--- src/rtl/repl_demand_pkg.sv ---
package repl_demand_pkg;

  // Default widths shared by the estimator and its bench-facing checker.
  localparam int unsigned DEMAND_W = 8;  // timer and history width
  localparam int unsigned FACTOR_W = 4;  // comparator factor width

  // Weighting of the smoother: old history counts OLD_PARTS of every
  // (1 << AVG_SHIFT) parts, the fresh interval counts the remainder.
  localparam int unsigned AVG_SHIFT = 2;
  localparam int unsigned OLD_PARTS = 3;

endpackage

--- src/rtl/repl_interval_timer.sv ---
module repl_interval_timer #(
  parameter int unsigned W = 8
) (
  input  logic         clk,
  input  logic         rst,
  input  logic         tick_en,
  input  logic         repl_evt,
  output logic [W-1:0] count_q
);

  localparam logic [W-1:0] CNT_MAX = '1;

  logic at_max;
  assign at_max = (count_q == CNT_MAX);

  always_ff @(posedge clk) begin
    if (rst) begin
      count_q <= '0;
    end else if (repl_evt) begin
      // restart takes priority over a coincident tick
      count_q <= '0;
    end else if (tick_en && !at_max) begin
      count_q <= count_q + 1'b1;
    end
  end

endmodule

--- src/rtl/repl_history_smoother.sv ---
module repl_history_smoother
  import repl_demand_pkg::*;
#(
  parameter int unsigned W = 8
) (
  input  logic         clk,
  input  logic         rst,
  input  logic         repl_evt,
  input  logic [W-1:0] interval,
  output logic [W-1:0] hist_q
);

  // Sum width holds OLD_PARTS*max + max = (1<<AVG_SHIFT)*max without loss.
  localparam int unsigned SW = W + AVG_SHIFT;

  logic [SW-1:0] weighted_old;
  logic [SW-1:0] sum;
  logic [W-1:0]  avg;

  assign weighted_old = SW'(OLD_PARTS) * {{AVG_SHIFT{1'b0}}, hist_q};
  assign sum          = weighted_old + {{AVG_SHIFT{1'b0}}, interval};
  assign avg          = sum[SW-1:AVG_SHIFT];

  always_ff @(posedge clk) begin
    if (rst) begin
      hist_q <= '1;
    end else if (repl_evt) begin
      hist_q <= avg;
    end
  end

endmodule

--- src/rtl/peer_demand_cmp.sv ---
module peer_demand_cmp #(
  parameter int unsigned W  = 8,
  parameter int unsigned FW = 4
) (
  input  logic          clk,
  input  logic          rst,
  input  logic [W-1:0]  local_hist,
  input  logic [W-1:0]  peer_hist,
  input  logic [FW-1:0] factor,
  output logic          lighter_q
);

  localparam int unsigned PW = W + FW;

  logic [PW-1:0] scaled_local;
  logic [PW-1:0] peer_ext;

  assign scaled_local = {{FW{1'b0}}, local_hist} * {{W{1'b0}}, factor};
  assign peer_ext     = {{FW{1'b0}}, peer_hist};

  always_ff @(posedge clk) begin
    if (rst) begin
      lighter_q <= 1'b0;
    end else begin
      lighter_q <= (peer_ext >= scaled_local);
    end
  end

endmodule

--- src/rtl/repl_demand_est.sv ---
module repl_demand_est
  import repl_demand_pkg::*;
#(
  parameter int unsigned W  = DEMAND_W,
  parameter int unsigned FW = FACTOR_W
) (
  input  logic          clk,
  input  logic          rst,
  input  logic          tick_en,
  input  logic          repl_evt,
  input  logic [W-1:0]  peer_hist,
  input  logic [FW-1:0] factor_w,
  output logic [W-1:0]  elapsed,
  output logic [W-1:0]  demand_hist,
  output logic          peer_lighter
);

  logic [W-1:0] gap_cnt;
  logic [W-1:0] hist_val;
  logic         lighter;

  repl_interval_timer #(.W(W)) u_timer (
    .clk      (clk),
    .rst      (rst),
    .tick_en  (tick_en),
    .repl_evt (repl_evt),
    .count_q  (gap_cnt)
  );

  repl_history_smoother #(.W(W)) u_smooth (
    .clk      (clk),
    .rst      (rst),
    .repl_evt (repl_evt),
    .interval (gap_cnt),
    .hist_q   (hist_val)
  );

  peer_demand_cmp #(.W(W), .FW(FW)) u_cmp (
    .clk        (clk),
    .rst        (rst),
    .local_hist (hist_val),
    .peer_hist  (peer_hist),
    .factor     (factor_w),
    .lighter_q  (lighter)
  );

  assign elapsed      = gap_cnt;
  assign demand_hist  = hist_val;
  assign peer_lighter = lighter;

endmodule

--- config.mk ---
export PLATFORM = sky130hd
export DESIGN_NAME = repl_demand_est
export DESIGN_NICKNAME = d
export VERILOG_FILES = /design/src/rtl/repl_demand_pkg.sv /design/src/rtl/repl_interval_timer.sv /design/src/rtl/repl_history_smoother.sv /design/src/rtl/peer_demand_cmp.sv /design/src/rtl/repl_demand_est.sv
export SDC_FILE = /design/constraint.sdc
export NUM_CORES = 1
export LEC_CHECK = 0
export BUFFER_PORTS_ARGS = -buffer_cell sky130_fd_sc_hd__buf_2
export CORE_UTILIZATION = 55
export DETAILED_ROUTE_END_ITERATION = 7
export PLACE_DENSITY = 0.77
export SKIP_LAST_GASP = 1
export SLEW_MARGIN = 15
export SYNTH_ARGS = -nofsm -noshare
export SYNTH_HDL_FRONTEND = slang
export SYNTH_SLANG_ARGS = --single-unit
--- constraint.sdc ---
create_clock -name clk -period 3.96 [get_ports clk]
set_input_delay 0.198 -clock clk [delete_from_list [all_inputs] [get_ports clk]]
set_output_delay 0.198 -clock clk [all_outputs]
set_load 0.03 [all_outputs]
==> results by stage <==
Status:
- The run finished with clean final reports.

Flow run:
- The number of maximum-capacitance violations is 0.

Die:
- The number of top-level design ports is 33.
- The die footprint is 4340 µm².
- In this run the horizontal extent of the chip is roughly 66 µm.
- The starting density of the core is 59.1%.
- Measured along the y axis, the die boundary spans 65.9 µm.
- The number of standard-cell rows in the floorplan is 22.
- The core box area is between 3000 and 4000 µm².

Setup path:
- For the worst setup path, the data required time is approximately 4 ns.
- Of all nets on the critical path, the largest fanout is 8.
- The worst setup path is launched from a flip-flop.
- Data arrives at the worst endpoint at 3.89 ns.
- The critical path class is reg2reg.
- The critical path capture point type is a flip-flop.

Logic synthesis:
- The most instantiated flip-flop cell in the synthesis netlist is dfxtp_1.
- The commonest cells after synthesis are ha_1 (32), inv_1 (29), and2_1 (26).
- For this run, the number of Yosys warnings is 0.
- The cell count after synthesis is 265.
- Yosys mapped a number of flops with a built-in enable equal to 0.
- Synthesis inferred 17 register bits.
- Of all flip-flops after synthesis, the portion carrying an async set or reset was 0%.
- Summing the sequential cell areas from Yosys gives ~15% of the chip area.
- After synthesis the cells add up to 2250 µm².
- The biggest area consumer among synthesized cells is fa_1.
- The top cell type by area accounts for 17.8% of the synthesized area.
- By area the synthesized netlist is led by fa_1 (18%), ha_1 (18%), dfxtp_1 (15%), and2_1 (7.2%), inv_1 (4.8%).
- The mean area per synthesized cell is approximately 8.5 µm².
- The number of nets in the synthesized netlist is 333.
- The number of distinct library cells after synthesis is 39.
- Yosys instantiated no cell more often than ha_1.

CTS:
- At the later pin of the worst-skew pair, clock insertion delay measures ~0.26 ns.
- The post-cts sizing count is 0.
- The TritonCTS sink count is 17.
- The tree is rooted in a clkbuf_8.
- The total CTS buffers is 3.
- The longest clock path from root to sink contains 2 buffers.
- In this run the post-CTS setup repair buffer count came out at 0.
- CTS built an H-tree with a depth of 1.
- The clock input transition at the sequential cells of the worst setup and hold paths is 0.08 ns.
- TritonCTS built the clock tree.
- The hold buffer count at CTS is 0.

Placement:
- After legalization and detailed placement, the total HPWL measured 3870 µm.
- Buffers placed on the I/O ports in this run total 32.
- Before CTS, the worst setup slack after placement is 0.185 ns.
- Routability-driven placement finished with a final weighted congestion of 0.814.

Global routing:
- The total overflow left after global routing is 0.
- The initial antenna violation count is 0.
- The number of global-route vias before repair is 1785.
- Global routing used 23.1% of the available tracks across all layers.
- The first global-routing pass estimated 7670 µm of wire.
- Entering global routing, the biggest net connects 14 pins.

Route:
- In the routed layout, each cell is associated on average with a via count of between 5 and 6.
- The total number of vias is 1914.
- The routed wire length is 4590 µm.
- The average wire length per cell after detail routing is 13.2 µm.
- After the first detailed-routing iteration, the DRC count stood at 76.
- The first detailed-routing pass took 4 iterations.
- The post-route antenna net violation count is 0.
- For this run, design rule violations remaining after detail routing come to 0.

STA:
- Dividing the final minimum period by the clock period gives a little over nine tenths.
- The worst-case headroom to the max-slew limit is 67.1%.
- Setup violations remaining at the end of the flow were counted as 0.
- The final-report max-slew violation count was 0.
- Setup repair after global routing left no endpoint under its margin.
- The clock skew is about 0.007 ns.
- The final total negative setup slack is 0 ns.
- The hold violation count in the final report came to 0.
- The slack of the critical path is 0.217 ns.
- The top achievable clock speed is 0.267 GHz.
- At the pin with the least slew margin, the transition time is 0.488 ns.
- The shortest clock period the worst path allows after layout is 3.74 ns.

Finish:
- The layout overhead on the synthesized area is 12.7%.
- The antenna diode count is 0.
- The fraction of layout instances using a drive strength above 1 is between 10% and 20%.
- After the last flow step, the layout net total stands at 370.
- The share of the core filled with cells is 66.6%.

Worst hold path:
- The min-delay analysis places its worst path in the category in2reg.
[layout by cell type (no fill, tap or decap), types with 9 or more instances in the layout]
cell type and n:
a21oi_1 14, fa_1 20, nor2_1 21, xor2_1 9, ha_1 32, buf_2 32, nand2_1 16, dfxtp_1 17
o21ai_0 15, and2_1 26, inv_1 29
[critical path: stages, from the launching register on]
cell	delay [ns]
dfxtp_1	0.49
nand2_1	0.12
fa_1	0.49
inv_1	0.05
fa_1	0.49
ha_1	0.34
a211oi_2	0.25
o21bai_1	0.10
a21oi_1	0.20
xor2_1	0.19
ha_1	0.26
a211o_1	0.29
a21oi_1	0.10
o21ai_0	0.10
nand4_1	0.11
a211oi_1	0.05
[sequential cells by signal, summed over array words and instances, names as in the netlist]
signal           flops
u_cmp.lighter_q      1
u_smooth.hist_q      8
u_timer.count_q      8
[layout make-up]
cell class | count | area [µm²]
Clock buffer | 3 | 41.3
Timing Repair Buffer | 35 | 183
Inverter | 29 | 109
Sequential cell | 17 | 340
Clock inverter | 1 | 7.51
Multi-Input combinational cell | 216 | 1790
Tap cell | 48 | 60.1
Fill cell | 333 | 1270
[through the flow]
stage / hold WS (ns) / cells / area, µm²
floorplan: 0.407 / 265 / 2250
global placement: 0.569 / 345 / 2480
detailed placement: 0.574 / 345 / 2480
CTS: 0.299 / 349 / 2530
global route: 0.310 / 349 / 2530
finish: 0.303 / 349 / 2530
[path summary, 6_finish.rpt]
path | from | to | slack [ns] | depth (start not counted)
max | u_smooth.hist_q[2] | u_cmp.lighter_q | 0.22 | 15
min | rst | u_smooth.hist_q[6] | 0.30 | 3
max reg2reg | u_smooth.hist_q[2] | u_cmp.lighter_q | 0.22 | 15
min reg2reg | u_timer.count_q[5] | u_timer.count_q[5] | 0.61 | 2
[kinds of logic after synthesis]
kind of cell | count (synthesis) | share of synthesized area [%]
compound gates | 56 | 16.1
xor+xnor | 13 | 5.07
fa+ha+maj | 52 | 35.7
buf+inv | 32 | 5.35
flops | 17 | 15.2
mux | 3 | 1.34
simple gates | 92 | 21.3
[per-layer routing]
layer / track usage, % / wire (µm)
met5: 0 / 0
met4: 6.25 / 61
met3: 2.76 / 116
met2: 43.4 / 2400
met1: 27.0 / 2010
Power is not shown: default switching activity piles up to over one toggle a cycle in this logic, so the estimate is an artifact.
